File: src/rtl/acq_pkg.sv
package acq_pkg;
    typedef enum logic [1:0] {
        ST_HUNT  = 2'd0,
        ST_TRAIN = 2'd1,
        ST_RUN   = 2'd2
    } acq_state_e;
endpackage

File: src/rtl/mse_track.sv
module mse_track #(
    parameter int MSE_W = 16
) (
    input  logic             clk,
    input  logic             rst_n,
    input  logic             mse_valid,
    input  logic [MSE_W-1:0] mse_value,
    input  logic [MSE_W-1:0] mse_thresh,
    output logic             mse_good,
    output logic [MSE_W-1:0] mse_last
);
    // A report is good only when strictly under the threshold
    assign mse_good = mse_valid && (mse_value < mse_thresh);

    always_ff @(posedge clk or negedge rst_n) begin
        if (!rst_n)
            mse_last <= '0;
        else if (mse_valid)
            mse_last <= mse_value;
    end

    AST_MSE_HOLD: assert property (@(posedge clk) disable iff (!rst_n)
        !mse_valid |=> $stable(mse_last));
endmodule

File: src/rtl/acq_fsm.sv
module acq_fsm
    import acq_pkg::*;
(
    input  logic       clk,
    input  logic       rst_n,
    input  logic       seg_lock,
    input  logic       mse_good,
    output acq_state_e state,
    output logic       be_reset,
    output logic       eq_locked
);
    acq_state_e state_nx;

    always_comb begin
        state_nx = state;
        unique case (state)
            ST_HUNT:  if (seg_lock) state_nx = ST_TRAIN;        // LOCK_FOUND
            ST_TRAIN: if (mse_good) state_nx = ST_RUN;          // CONVERGED
            ST_RUN:   state_nx = ST_RUN;
            default:  state_nx = ST_HUNT;
        endcase
        if (!seg_lock) state_nx = ST_HUNT;                      // LOCK_LOST
    end

    always_ff @(posedge clk or negedge rst_n) begin
        if (!rst_n)
            state <= ST_HUNT;
        else
            state <= state_nx;
    end

    always_comb begin
        be_reset  = 1'b0;
        eq_locked = 1'b0;
        unique case (state)
            ST_HUNT:  ;
            ST_TRAIN: be_reset  = 1'b1;
            ST_RUN:   eq_locked = 1'b1;
            default:  ;
        endcase
    end

    AST_LOCK_LOSS: assert property (@(posedge clk) disable iff (!rst_n)
        !seg_lock |=> state == ST_HUNT);
    AST_LOCK_FOUND: assert property (@(posedge clk) disable iff (!rst_n)
        (state == ST_HUNT && seg_lock) |=> state == ST_TRAIN);
    AST_CONVERGE: assert property (@(posedge clk) disable iff (!rst_n)
        (state == ST_TRAIN && seg_lock && mse_good) |=> state == ST_RUN);
    AST_STAY_TRAIN: assert property (@(posedge clk) disable iff (!rst_n)
        (state == ST_TRAIN && seg_lock && !mse_good) |=> state == ST_TRAIN);
    always_comb begin
        if (rst_n) AST_STATE_LEGAL: assert (state != 2'd3);
    end
endmodule

File: src/rtl/stall_timer.sv
module stall_timer #(
    parameter int TIMEOUT_TICKS = 1076000
) (
    input  logic clk,
    input  logic rst_n,
    input  logic in_run,
    input  logic sym_tick,
    input  logic mse_good,
    output logic expire
);
    localparam int CW = $clog2(TIMEOUT_TICKS + 1);
    localparam logic [CW-1:0] LAST = CW'(TIMEOUT_TICKS - 1);

    logic [CW-1:0] cnt;

    assign expire = in_run && !mse_good && sym_tick && (cnt == LAST);

    always_ff @(posedge clk or negedge rst_n) begin
        if (!rst_n)
            cnt <= '0;
        else if (!in_run || mse_good || expire)
            cnt <= '0;
        else if (sym_tick)
            cnt <= cnt + 1'b1;
    end

    always_comb begin
        if (rst_n) AST_NO_OVERFLOW: assert (cnt <= LAST);
    end
    AST_GOOD_CLEARS: assert property (@(posedge clk) disable iff (!rst_n)
        mse_good |=> cnt == '0);
    AST_EXPIRE_RESTART: assert property (@(posedge clk) disable iff (!rst_n)
        expire |=> cnt == '0);
endmodule

File: src/rtl/eq_pulse.sv
module eq_pulse (
    input  logic clk,
    input  logic rst_n,
    input  logic fire,
    input  logic sym_tick,
    output logic eq_reset
);
    always_ff @(posedge clk or negedge rst_n) begin
        if (!rst_n)
            eq_reset <= 1'b0;
        else if (fire)
            eq_reset <= 1'b1;
        else if (sym_tick)
            eq_reset <= 1'b0;
    end

    AST_PULSE_HOLD: assert property (@(posedge clk) disable iff (!rst_n)
        (eq_reset && !sym_tick) |=> eq_reset);
    AST_PULSE_END: assert property (@(posedge clk) disable iff (!rst_n)
        (eq_reset && sym_tick && !fire) |=> !eq_reset);
endmodule

File: src/rtl/acq_ctrl_top.sv
module acq_ctrl_top
    import acq_pkg::*;
#(
    parameter int MSE_W         = 16,
    parameter int TIMEOUT_TICKS = 1076000
) (
    input  logic             clk,
    input  logic             rst_n,
    input  logic             seg_lock,
    input  logic             sym_tick,
    input  logic             mse_valid,
    input  logic [MSE_W-1:0] mse_value,
    input  logic [MSE_W-1:0] mse_thresh,
    output logic             eq_reset,
    output logic             be_reset,
    output logic             eq_locked,
    output logic [1:0]       state_code,
    output logic [MSE_W-1:0] mse_last
);
    acq_state_e state;
    logic       mse_good;
    logic       expire;

    mse_track #(.MSE_W(MSE_W)) u_mse (
        .clk(clk), .rst_n(rst_n), .mse_valid(mse_valid),
        .mse_value(mse_value), .mse_thresh(mse_thresh),
        .mse_good(mse_good), .mse_last(mse_last)
    );

    acq_fsm u_fsm (
        .clk(clk), .rst_n(rst_n), .seg_lock(seg_lock), .mse_good(mse_good),
        .state(state), .be_reset(be_reset), .eq_locked(eq_locked)
    );

    stall_timer #(.TIMEOUT_TICKS(TIMEOUT_TICKS)) u_timer (
        .clk(clk), .rst_n(rst_n), .in_run(state == ST_RUN),
        .sym_tick(sym_tick), .mse_good(mse_good), .expire(expire)
    );

    eq_pulse u_pulse (
        .clk(clk), .rst_n(rst_n), .fire(expire),
        .sym_tick(sym_tick), .eq_reset(eq_reset)
    );

    assign state_code = state;

    AST_RESTART_IN_RUN: assert property (@(posedge clk) disable iff (!rst_n)
        $rose(eq_reset) |-> $past(state) == ST_RUN);
    AST_LOCK_EXCLUSIVE: assert property (@(posedge clk) disable iff (!rst_n)
        !(eq_locked && be_reset));
endmodule

File: config.mk
export PLATFORM = sky130hd
export DESIGN_NAME = acq_ctrl_top
export DESIGN_NICKNAME = d
export VERILOG_FILES = /design/src/rtl/acq_pkg.sv /design/src/rtl/mse_track.sv /design/src/rtl/acq_fsm.sv /design/src/rtl/stall_timer.sv /design/src/rtl/eq_pulse.sv /design/src/rtl/acq_ctrl_top.sv
export SDC_FILE = /design/constraint.sdc
export NUM_CORES = 1
export LEC_CHECK = 0
export ABC_AREA = 1
export CORE_UTILIZATION = 42
export DETAILED_ROUTE_END_ITERATION = 8
export DONT_BUFFER_PORTS = 1
export PLACE_DENSITY_LB_ADDON = 0.3
export RECOVER_POWER = 50
export SETUP_SLACK_MARGIN = 0.4
export SLEW_MARGIN = 15
export SYNTH_ARGS = -nofsm -noshare
export SYNTH_HDL_FRONTEND = slang
export SYNTH_SLANG_ARGS = --single-unit
File: constraint.sdc
create_clock -name clk -period 2 [get_ports clk]
set_clock_uncertainty 0.15 [all_clocks]
set_input_delay 0.1 -clock clk [delete_from_list [all_inputs] [get_ports clk]]
set_output_delay 0.1 -clock clk [all_outputs]
set_load 0.01 [all_outputs]
==> results of run 1 <==
worst max-delay path by stage:
stage	startpoint	endpoint	slack (ns)	cells past startpoint
after global placement	mse_thresh[5]	u_timer.cnt[17]	0.26	11
final	u_timer.cnt[0]	u_timer.cnt[15]	0.35	10
after floorplan	u_timer.cnt[0]	u_timer.cnt[18]	0.42	10
after CTS	u_timer.cnt[1]	u_timer.cnt[18]	0.36	10
after detailed placement	mse_thresh[5]	u_timer.cnt[11]	0.25	11
after global routing	u_timer.cnt[0]	u_timer.cnt[15]	0.25	10
state kept, by name, summed over array words and instances (netlist names):
name,cells
u_timer.cnt,21
u_mse.mse_last,16
u_fsm.state,2
u_pulse.eq_reset,1
cell families (layout without fill, tap and decap cells):
family                     after synthesis  count (layout)
and+or+nand+nor                        185             185
buffers and inverters                   46             100
DFF                                     40              40
adders and majority gates               19              19
AOI/OAI and AO/OA                       15              15
xor gates and xnor gates                 9               9
muxes                                    1               1
per-stage QoR:
stage	power (mW)	instance area [um^2]
finish	1.90	3170
global route	2.01	3170
CTS	1.88	3060
detailed placement	1.21	2490
global placement	1.20	2490
floorplan	1.17	2440
cell usage in the layout (no fill, tap or decap), types with 2 or more instances in the layout:
cell type	netlist	routed
sky130_fd_sc_hd__a21o_1	2	2
sky130_fd_sc_hd__a21oi_1	5	5
sky130_fd_sc_hd__buf_4	3	13
sky130_fd_sc_hd__buf_6	1	2
sky130_fd_sc_hd__clkbuf_8	0	5
sky130_fd_sc_hd__dfrtp_1	40	35
sky130_fd_sc_hd__dfrtp_2	0	5
sky130_fd_sc_hd__dlygate4sd3_1	0	36
sky130_fd_sc_hd__ha_1	19	18
sky130_fd_sc_hd__inv_1	38	37
sky130_fd_sc_hd__inv_2	1	2
sky130_fd_sc_hd__nand2_1	106	105
sky130_fd_sc_hd__nand2_2	2	3
sky130_fd_sc_hd__nand3_1	12	10
sky130_fd_sc_hd__nand3_2	3	4
sky130_fd_sc_hd__nand3_4	1	2
sky130_fd_sc_hd__nand4_1	8	8
sky130_fd_sc_hd__nor2_1	39	31
sky130_fd_sc_hd__nor2_2	1	8
sky130_fd_sc_hd__nor2_4	4	5
sky130_fd_sc_hd__nor3_1	5	3
sky130_fd_sc_hd__nor3_2	0	2
sky130_fd_sc_hd__o21ai_0	3	2
sky130_fd_sc_hd__xnor2_1	4	4
sky130_fd_sc_hd__xor2_1	5	5
what timing repair did:
item	CTS	global route
endpoints found under the hold margin	66	5
setup buffers	7	6
gates cloned	1	1
hold buffers	36	1
endpoints found under the setup margin	21	21
resized for setup	15	19
pin swaps	3	7
routing by layer:
layer	up-vias	global-route usage [%]	wire length [um]
met5	-	0	0
met4	0	3.89	46
met3	6	4.65	338
met2	64	32.1	2710
met1	1012	24.1	2390
li1	1098	-	-
where the power goes:
| group | internal (mW) | switching (mW) |
|---|---|---|
| clock network | 0.248 | 0.296 |
| registers | 0.857 | 0.0705 |
| logic | 0.198 | 0.226 |
| total | 1.30 | 0.593 |
worst min-delay path, cell delays in order:
cell and delay, ns:
sky130_fd_sc_hd__nand3_2 0.07, sky130_fd_sc_hd__nor2_4 0.05, sky130_fd_sc_hd__nand3_1 0.09, sky130_fd_sc_hd__nand2_1 0.06, sky130_fd_sc_hd__nand2_1 0.07, sky130_fd_sc_hd__nor2_2 0.04
area by class of cell:
type / count / area share, %
multi-input cells: 229 / 42.2
flip-flops and latches: 40 / 31.8
inverters: 39 / 4.62
well taps: 72 / 2.84
clock buffers: 6 / 2.29
clock inverters: 2 / 0.513
repair buffers: 53 / 15.8
==> results.json, run 1 <==
{
  "clock_path_buffers": 2,
  "cp.buffers_inverters": 1,
  "core_um2": 5540,
  "outcome": "complete, no violations",
  "groute.usage.overall_pct": 18.8,
  "worst-slew-pin-transition_ns": 0.966,
  "synth_area_per_cell_um2": 7.75,
  "grt_antenna_before_repair": 0,
  "holdCritPathClass": "in -> reg",
  "final_cells": 441,
  "post_synth_instance_area_um2": 2440,
  "finalWirelength_um": 5490,
  "synthAdderAreaFrac_pct": 9.73,
  "pre_cts_slack_ns": 0.253,
  "netlist.top_cell.by_area": "sky130_fd_sc_hd__dfrtp_1",
  "antenna_violating_nets_left": 0,
  "die_h_um": 78.3,
  "r2r-end": "u_timer.cnt[15]",
  "worst_endpoint_required_time_ns": 2.04,
  "worst_hold_slack_ns": 0.0751,
  "num_vias": 2180,
  "crit_path_end_kind": "flip-flop",
  "die_area_um2": 6120,
  "synthesis.yosys.warnings": 0,
  "timing.hold.worst_path_depth": 6,
  "hpwl_um": 3490,
  "timing.slew.headroom_pct": 35.6,
  "total_iterations_of_the_first_detailed_routing_run": 4,
  "timing.critical_path.max_delay_family": "simple AND/OR/NAND/NOR gates",
  "power.leakage_nw": 1.49,
  "final_nets": 424,
  "max_cap_violations": 0,
  "critPathSlowestCell": "sky130_fd_sc_hd__dfrtp_1",
  "grt_pass1_vias": 2162,
  "dominant_combinational_cell_family_by_area_after_synthesis": "simple AND/OR/NAND/NOR gates",
  "initial_utilization_pct": 44.1,
  "grt_overflow_total": 0,
  "final_core_util_pct": 57.2,
  "yosys-top-cells-count": "sky130_fd_sc_hd__nand2_1 (106), sky130_fd_sc_hd__dfrtp_1 (40), sky130_fd_sc_hd__nor2_1 (39)",
  "synth_nets": 371,
  "ctsHtreeMaxLevel": 2,
  "post-route-worst-setup-slack_ns": 0.349,
  "delay_of_the_slowest_cell_on_the_worst_path_ns": 0.40,
  "grt_max_degree": 41,
  "setup_repair_after_global_routing_missed_its_margin": "yes",
  "r2r-start": "u_timer.cnt[0]",
  "area_used_by_multi_input_combinational_logic_um2": 1340,
  "yosys_register_bits": 40,
  "clk_pin_slew_ns": 0.08,
  "crit_arrival_ns": 1.69,
  "antennaDiodeCount": 0,
  "crit_chain": "buf_4 > nand2_2 > nor2_4 > nand3_4 > nor2_4 > nand3_4 > nor2_2 > nand2_1 > nand2_1 > nor2_1",
  "setup.worst_path.start_class": "flip-flop",
  "areaGrowthSynthToFinish_pct": 29.9,
  "drive_above_1_share_pct": 16.3,
  "timing_worst_setup_path_type": "reg -> reg",
  "hold_end": "u_timer.cnt[12]",
  "irDropWorstVdd_mv": 0.261,
  "timing_hold_violations_final": 0,
  "drc": 0,
  "muxShareOfSynthArea_pct": 0.410,
  "placed_cells_incl_taps": 381,
  "fin_setup_tns_ns": 0,
  "num_io_pins": 58,
  "yosysSeqAreaShare_pct": 41.0,
  "std_cell_rows": 27,
  "max_freq_mhz": 606,
  "timing_max_transition_violations_final": 0,
  "clock-root-buffer": "sky130_fd_sc_hd__clkbuf_8",
  "clkLatencyLatePin_ns": 0.30,
  "timing.final.crit_share_pct": 82.6,
  "post_synth_inst_count": 315,
  "path_max_fanout": 5,
  "synth-edff-count": 0,
  "die-width_um": 78.3,
  "async_reset_ff_share_pct": 100,
  "power_per_cell_area_nw_per_um2": 598,
  "detail_route.iter0.violations": 120,
  "setup_viol": 0,
  "synth-xor-area-share_pct": 3.23,
  "synth.area.top_cells": "sky130_fd_sc_hd__dfrtp_1 (41%), sky130_fd_sc_hd__nand2_1 (16%), sky130_fd_sc_hd__ha_1 (9.7%), sky130_fd_sc_hd__nor2_1 (6.0%), sky130_fd_sc_hd__inv_1 (5.8%)",
  "r2r_slack_ns": 0.35,
  "synth_compound_gate_area_share_pct": 4.00,
  "hp-start": "sym_tick",
  "portBuffers": 0,
  "register_area_um2": 1010,
  "yosys_most_used_dff": "sky130_fd_sc_hd__dfrtp_1",
  "cts_tree": "yes",
  "synth_top_area_share_pct": 41.0,
  "grt_pass1_wl_um": 9310,
  "finalWorstPathRequiredPeriod_ns": 1.65,
  "yosys.area_share.simple_pct": 33.8,
  "netlist-cell-type-count": 31,
  "route.detailed.vias_per_inst": 4.94,
  "place.gp.congestion": 0.821,
  "number_of_buffers_inserted_during_clock_tree_synthesis": 5,
  "ff2ff_path_depth": 10,
  "synth_most_common_cell": "sky130_fd_sc_hd__nand2_1",
  "number_of_filler_cells_placed_in_the_layout": 493,
  "num_clock_sinks": 40,
  "post_drt_wl_per_cell_um": 12.4
}
No activity file was read; power rests on OpenSTA's default activity.
==> run 2: changes to the inputs <==
--- a/config.mk
+++ b/config.mk
@@ -5,7 +5,7 @@
 export SDC_FILE = /design/constraint.sdc
 export NUM_CORES = 1
 export LEC_CHECK = 0
-export ABC_AREA = 1
+export ABC_AREA = 0
 export CORE_UTILIZATION = 42
 export DETAILED_ROUTE_END_ITERATION = 8
 export DONT_BUFFER_PORTS = 1
==> constraint.sdc (replaced) <==
create_clock -name clk -period 1.6 [get_ports clk]
set_clock_uncertainty 0.15 [all_clocks]
set_input_delay 0.08 -clock clk [delete_from_list [all_inputs] [get_ports clk]]
set_output_delay 0.08 -clock clk [all_outputs]
set_load 0.01 [all_outputs]
==> results.json, run 2 <==
{
  "timing_hold_violations_final": 16,
  "holdBufCountCts": 20,
  "grt_antenna_before_repair": 0,
  "crit_chain": "nor4_4 > nand3_2 > nor3_4 > buf_4 > nor3_1",
  "num_clock_sinks": 40,
  "path_max_fanout": 5,
  "antennaDiodeCount": 0,
  "setup.worst_path.start_class": "flip-flop",
  "total_iterations_of_the_first_detailed_routing_run": 4,
  "worst_endpoint_required_time_ns": 1.63,
  "timing_worst_setup_path_type": "reg -> reg",
  "yosys_register_bits": 40,
  "grt_overflow_total": 0,
  "netlist.top_cell.by_area": "sky130_fd_sc_hd__dfrtp_1",
  "grt_pass1_wl_um": 8380,
  "portBuffers": 0,
  "netlist-cell-type-count": 35,
  "synth-edff-count": 0,
  "failed_checks": "hold timing, setup timing",
  "power.leakage_nw": 1.33,
  "number_of_buffers_inserted_during_clock_tree_synthesis": 5,
  "clock_path_buffers": 2,
  "finalWirelength_um": 4730,
  "delay_of_the_slowest_cell_on_the_worst_path_ns": 0.43,
  "num_io_pins": 58,
  "critPathSlowestCell": "sky130_fd_sc_hd__dfrtp_1",
  "num_vias": 1769,
  "drive_above_1_share_pct": 40.1,
  "synth_top_area_share_pct": 43.0,
  "drc": 0,
  "outcome": "finished, violations left",
  "hpwl_um": 3320,
  "clock-root-buffer": "sky130_fd_sc_hd__clkbuf_8",
  "registers.top_by_ff_count": "u_timer.cnt",
  "irDropWorstVdd_mv": 0.784,
  "power_per_cell_area_nw_per_um2": 812,
  "max_cap_violations": 0,
  "die_h_um": 76.5,
  "synth_most_common_cell": "sky130_fd_sc_hd__dfrtp_1",
  "layout_top_registers": "u_timer.cnt: 21 flops, u_mse.mse_last: 16 flops, u_fsm.state: 2 flops",
  "async_reset_ff_share_pct": 100,
  "final_core_util_pct": 62.2,
  "yosys-top-cells-count": "sky130_fd_sc_hd__dfrtp_1 (40), sky130_fd_sc_hd__nor3_1 (27), sky130_fd_sc_hd__inv_1 (25)",
  "worst_hold_slack_ns": -0.206,
  "final_nets": 329,
  "groute.usage.overall_pct": 18.0,
  "timing.critical_path.max_delay_family": "simple AND/OR/NAND/NOR gates",
  "initial_utilization_pct": 44.5,
  "clk_pin_slew_ns": 0.07,
  "die_area_um2": 5850,
  "post_synth_instance_area_um2": 2330,
  "grt_max_degree": 41,
  "core_um2": 5240,
  "fin_setup_tns_ns": -0.0900,
  "synth.area.top_cells": "sky130_fd_sc_hd__dfrtp_1 (43%), sky130_fd_sc_hd__ha_1 (10%), sky130_fd_sc_hd__mux2_2 (7.7%), sky130_fd_sc_hd__xnor2_1 (6.0%), sky130_fd_sc_hd__nor3_1 (5.8%)",
  "areaGrowthSynthToFinish_pct": 39.8,
  "route.detailed.vias_per_inst": 5.14,
  "setup_repair_after_global_routing_missed_its_margin": "yes",
  "detail_route.iter0.violations": 52,
  "yosysSeqAreaShare_pct": 43.0,
  "place.gp.congestion": 0.809,
  "synth_nets": 275,
  "timing.final.crit_share_pct": 101,
  "number_of_filler_cells_placed_in_the_layout": 422,
  "globalRouteMet2Util_pct": 29.3,
  "yosys_most_used_dff": "sky130_fd_sc_hd__dfrtp_1",
  "ctsHtreeMaxLevel": 2,
  "busiest_layer": "met2",
  "synth_area_per_cell_um2": 10.6,
  "crit_path_end_kind": "flip-flop",
  "grtUsageMet3_pct": 3.95,
  "mostFrequentLayoutCell": "sky130_fd_sc_hd__dfrtp_1",
  "cp.buffers_inverters": 1,
  "worst-slew-pin-transition_ns": 1.01,
  "clkLatencyLatePin_ns": 0.29,
  "die-width_um": 76.5,
  "largest_reg_flops": 21,
  "antenna_violating_nets_left": 0,
  "pre_cts_slack_ns": -0.244,
  "layout.cell_area.non_filler_um2": 3260,
  "post_drt_wl_per_cell_um": 13.7,
  "finalWorstPathRequiredPeriod_ns": 1.62,
  "mostFrequentLayoutCells": "sky130_fd_sc_hd__dfrtp_1 (39), sky130_fd_sc_hd__buf_4 (27), sky130_fd_sc_hd__dlygate4sd3_1 (19)",
  "std_cell_rows": 26,
  "cts_tree": "yes",
  "post_synth_inst_count": 219,
  "crit_arrival_ns": 1.65,
  "use_met1_pct": 23.5,
  "setup_viol": 12,
  "post-route-worst-setup-slack_ns": -0.0177,
  "synthesis.yosys.warnings": 0,
  "max_freq_mhz": 618,
  "timing_max_transition_violations_final": 0,
  "holdCritPathClass": "in -> reg",
  "place_area_um2": 2730,
  "grt_pass1_vias": 1871,
  "timing.slew.headroom_pct": 32.8
}
## run 2: kinds of logic after synthesis
kind of cell	share of synthesized area (%)
and+or+nand+nor	18.9
DFF	43.0
xor gates and xnor gates	7.52
muxes	9.02
AOI/OAI and AO/OA	5.48
adders and majority gates	10.2
buffers and inverters	5.96
## run 2: where the power goes
| group | leakage, nW | internal, mW | total, mW | switching [mW] |
|---|---|---|---|---|
| combinational | 0.756 | 0.354 | 0.658 | 0.304 |
| clock | 0.0541 | 0.461 | 0.817 | 0.356 |
| sequential | 0.519 | 1.08 | 1.17 | 0.0897 |
## run 2: worst reg2reg max path, stage by stage (launching register included)
cell and delay (ns):
sky130_fd_sc_hd__dfrtp_1 0.43, sky130_fd_sc_hd__nor4_4 0.31, sky130_fd_sc_hd__nand3_2 0.12, sky130_fd_sc_hd__nor3_4 0.24, sky130_fd_sc_hd__buf_4 0.20, sky130_fd_sc_hd__nor3_1 0.06
## run 2: layout make-up
class | instances | area [um^2] | area share [%]
Multi-Input combinational cell | 147 | 1430 | 44.0
Sequential cell | 40 | 1000 | 30.8
Timing Repair Buffer | 54 | 485 | 14.9
Inverter | 25 | 138 | 4.23
Tap cell | 70 | 87.6 | 2.69
Clock buffer | 5 | 68.8 | 2.11
Clock inverter | 3 | 42.5 | 1.31
## run 2: what timing repair did
action,4_1_cts,5_1_grt
resized for setup,33,9
pin swaps,21,6
endpoints found under the setup margin,26,26
setup buffers,1,2
hold endpoints to repair,63,16
## run 2: path summary, 6_finish.rpt
| kind | start | endpoint | slack, ns | depth (start not counted) |
|---|---|---|---|---|
| setup / recovery | u_timer.cnt[16] | u_timer.cnt[16] | -0.02 | 5 |
| hold / removal | mse_valid | u_mse.mse_last[14] | -0.21 | 1 |
| setup reg to reg | u_timer.cnt[16] | u_timer.cnt[16] | -0.02 | 5 |
| hold reg to reg | u_timer.cnt[14] | u_timer.cnt[14] | 0.40 | 2 |
| max in group asynchronous | rst_n | u_fsm.state[1] | 0.26 | 2 |
| min in group asynchronous | rst_n | u_mse.mse_last[5] | 0.35 | 2 |
## run 2: layer usage
metal	part of all wire, %	wire length (um)	vias to the layer above
met5	0	0	-
li1	-	-	874
met1	46	2190	849
met3	3.6	172	7
met4	1.5	69	0
met2	49	2300	39
## run 2: metrics by stage
| step | power [mW] | cells |
|---|---|---|
| finish | 2.64 | 344 |
| detailed placement | 1.68 | 313 |
| floorplan | 1.54 | 219 |
| CTS | 2.67 | 342 |
| global placement | 1.66 | 313 |
| global route | 2.79 | 344 |
==> run 3: changes to the inputs <==
--- a/config.mk
+++ b/config.mk
@@ -15,4 +15,5 @@
 export SLEW_MARGIN = 15
 export SYNTH_ARGS = -nofsm -noshare
 export SYNTH_HDL_FRONTEND = slang
+export SYNTH_HIERARCHICAL = 1
 export SYNTH_SLANG_ARGS = --single-unit
==> results.json, run 3 <==
{
  "async_reset_ff_share_pct": 100,
  "route.detailed.vias_per_inst": 5.25,
  "crit_chain": "inv_2 > ha_1 > nand4_1 > or4_1 > o2111a_1 > and2b_1 > nand4_1 > o31ai_4 > buf_4 > buf_6 > nor2_1",
  "hold_end": "u_mse/mse_last[9]",
  "power.leakage_nw": 1.45,
  "ff2ff_path_depth": 7,
  "share_clk_of_total_power_pct": 32.4,
  "grt_antenna_before_repair": 0,
  "mostFrequentLayoutCell": "sky130_fd_sc_hd__buf_4",
  "crit_arrival_ns": 2.22,
  "register_area_um2": 1000,
  "worst_hold_slack_ns": -0.205,
  "antennaDiodeCount": 0,
  "finalWorstPathRequiredPeriod_ns": 2.18,
  "timing.final.crit_share_pct": 137,
  "setup_viol": 24,
  "layout_top_registers": "u_timer/cnt: 21 flops, u_mse/mse_last: 16 flops, u_fsm/state: 2 flops",
  "r2r-end": "u_timer/cnt[12]",
  "clk_pin_slew_ns": 0.08,
  "finalWirelength_um": 5520,
  "timing_max_transition_violations_final": 0,
  "failed_checks": "hold timing, setup timing",
  "yosys-top-cells-count": "sky130_fd_sc_hd__dfrtp_1 (40), sky130_fd_sc_hd__ha_1 (19), sky130_fd_sc_hd__inv_1 (18)",
  "max_freq_mhz": 458,
  "synth-edff-count": 0,
  "die_area_um2": 5750,
  "power.share.combinational_pct": 26.4,
  "timing.slew.headroom_pct": 32.8,
  "synth_most_common_cell": "sky130_fd_sc_hd__dfrtp_1",
  "final_cells": 357,
  "die_h_um": 75.9,
  "worst-slew-pin-transition_ns": 1.01,
  "ctsHtreeMaxLevel": 2,
  "drc": 0,
  "grt_pass1_wl_um": 8630,
  "hp-start": "mse_valid",
  "post_drt_wl_per_cell_um": 15.5,
  "intPower_mw": 2.02,
  "netlist-cell-type-count": 35,
  "yosys_most_used_dff": "sky130_fd_sc_hd__dfrtp_1",
  "r2r_slack_ns": -0.31,
  "number_of_filler_cells_placed_in_the_layout": 402,
  "critPathSlowestCell": "sky130_fd_sc_hd__or4_1",
  "sequentialPowerShare_pct": 41.1,
  "yosysSeqAreaShare_pct": 43.7,
  "holdCritPathClass": "in -> reg",
  "die-width_um": 75.9,
  "groute.usage.overall_pct": 20.5,
  "synth_area_per_cell_um2": 10.5,
  "std_cell_rows": 26,
  "area_used_by_multi_input_combinational_logic_um2": 1350,
  "delay_of_the_slowest_cell_on_the_worst_path_ns": 0.56,
  "total_iterations_of_the_first_detailed_routing_run": 4,
  "grt_max_degree": 41,
  "place.gp.congestion": 0.796,
  "path_max_fanout": 4,
  "power.total_mw": 2.79,
  "post-route-worst-setup-slack_ns": -0.584,
  "timing.critical_path.mode_cell": "sky130_fd_sc_hd__nand4_1",
  "holdBufCountCts": 20,
  "post_synth_inst_count": 219,
  "timing.hold.worst_path_depth": 1,
  "power_switching_share_pct": 27.5,
  "clkLatencyLatePin_ns": 0.29,
  "r2r-start": "u_timer/cnt[1]",
  "antenna_violating_nets_left": 0,
  "cts_tree": "yes",
  "mostFrequentLayoutCells": "sky130_fd_sc_hd__buf_4 (41), sky130_fd_sc_hd__dfrtp_1 (40), sky130_fd_sc_hd__dlygate4sd3_1 (19)",
  "synthesis.yosys.warnings": 6,
  "outcome": "finished, violations left",
  "irDropWorstVdd_mv": 0.536,
  "worst_endpoint_required_time_ns": 1.63,
  "synth.area.top_cells": "sky130_fd_sc_hd__dfrtp_1 (44%), sky130_fd_sc_hd__ha_1 (10%), sky130_fd_sc_hd__mux2_2 (7.9%), sky130_fd_sc_hd__xor2_1 (4.2%), sky130_fd_sc_hd__inv_1 (2.9%)",
  "grt_overflow_total": 0,
  "grt_pass1_vias": 2000,
  "registers.top_by_ff_count": "u_timer/cnt",
  "drive_above_1_share_pct": 37.6,
  "clock_path_buffers": 2,
  "synth_top_area_share_pct": 43.7,
  "post_synth_instance_area_um2": 2290,
  "core_um2": 5170,
  "final_nets": 342,
  "portBuffers": 0,
  "power_per_cell_area_nw_per_um2": 857,
  "setup.worst_path.start_class": "primary input",
  "p_switching_uw": 766,
  "num_clock_sinks": 40,
  "number_of_buffers_inserted_during_clock_tree_synthesis": 5,
  "initial_utilization_pct": 44.3,
  "hpwl_um": 3610,
  "num_vias": 1875,
  "setup_repair_after_global_routing_missed_its_margin": "yes",
  "num_io_pins": 58,
  "areaGrowthSynthToFinish_pct": 42.1,
  "crit_path_end_kind": "flip-flop",
  "timing_hold_violations_final": 16,
  "yosys_register_bits": 40,
  "placed_cells_incl_taps": 323,
  "clock-root-buffer": "sky130_fd_sc_hd__clkbuf_8",
  "netlist.top_cell.by_area": "sky130_fd_sc_hd__dfrtp_1",
  "detail_route.iter0.violations": 69,
  "largest_reg_flops": 21,
  "max_cap_violations": 0,
  "timing_worst_setup_path_type": "in -> reg",
  "synth_nets": 275
}
-- run 3: cell count changes in the layout (fill, tap and decap cells not counted), moves of 6 or more --
cell	delta
sky130_fd_sc_hd__nor3_2	-16
sky130_fd_sc_hd__buf_4	+14
sky130_fd_sc_hd__nor3_1	-14
sky130_fd_sc_hd__xnor2_1	-13
sky130_fd_sc_hd__inv_1	-11
sky130_fd_sc_hd__a21oi_1	+9
sky130_fd_sc_hd__nor2_1	+7
sky130_fd_sc_hd__xor2_1	+7
sky130_fd_sc_hd__and4_1	+6
sky130_fd_sc_hd__o21ai_0	+6
-- run 3: layer usage --
metal,vias up,wire length (um),GRT usage (%)
met5,-,0,0
met4,0,117,9.67
li1,908,-,-
met2,48,2840,37.6
met3,15,260,4.76
met1,904,2310,22.2
-- run 3: area by class of cell --
type                    instances  area share [%]
multi-input cells             152            41.5
flip-flops and latches         40            30.7
repair buffers                 69            18.2
clock buffers                   7            2.96
inverters                      18            2.92
well taps                      70            2.69
clock inverters                 1           0.922
-- run 3: critical path, delay by kind of cell --
family	cells	cell delay (ns)
buffers and inverters	3	0.29
adder cells (fa/ha/maj)	1	0.28
AO/OA/AOI/OAI	2	0.42
AND/OR/NAND/NOR	5	1.13
-- run 3: metrics by stage --
| stage | hold slack, ns | setup WS, ns | utilization, % | cell area (um^2) | TNS (ns) |
|---|---|---|---|---|---|
| after floorplan | -0.366 | -0.660 | - | 2360 | -14.08 |
| after global placement | -0.365 | -0.729 | 52.4 | 2710 | -16.15 |
| after detailed placement | -0.365 | -0.808 | 52.4 | 2710 | -17.78 |
| after CTS | -0.212 | -0.497 | 62.1 | 3210 | -10.09 |
| after global routing | -0.224 | -0.653 | 62.9 | 3260 | -13.64 |
| final | -0.205 | -0.584 | 62.9 | 3260 | -12.04 |
-- run 3: how the worst max path moves through the flow --
stage / start / endpoint / slack (ns) / cells after the start
after global routing: mse_thresh[12] / u_timer/cnt[12] / -0.65 / 11
final: mse_thresh[12] / u_timer/cnt[12] / -0.58 / 11
after floorplan: mse_thresh[6] / u_timer/cnt[18] / -0.66 / 11
after CTS: mse_thresh[6] / u_timer/cnt[12] / -0.50 / 12
after global placement: mse_thresh[15] / u_timer/cnt[4] / -0.73 / 10
after detailed placement: mse_thresh[15] / u_timer/cnt[18] / -0.81 / 10
-- run 3: power groups by stage --
stage	combinational [mW]	sequential [mW]	clock, mW
2_1_floorplan	0.327	1.18	0
3_3_place_gp	0.492	1.16	0
3_5_place_dp	0.505	1.16	0
4_1_cts	0.710	1.15	0.919
5_1_grt	0.805	1.16	0.963
6_report	0.737	1.15	0.904
-- run 3: cell families (layout without fill, tap and decap cells) --
kind of cell    Yosys count  in the layout  share of synthesized area [%]
compound gates           27             27                           6.99
xor+xnor                 14             14                           5.35
mux                      19             19                           9.18
flops                    40             40                           43.7
fa+ha+maj                19             19                           10.4
simple gates             73             73                           19.0
buf+inv                  27             95                           5.41
-- run 3: what timing repair did --
item,4_1_cts,5_1_grt
resized for setup,26,12
pin swaps,1,6
hold endpoints to repair,62,16
endpoints found under the setup margin,26,26
gates cloned,1,0
setup buffers,3,2
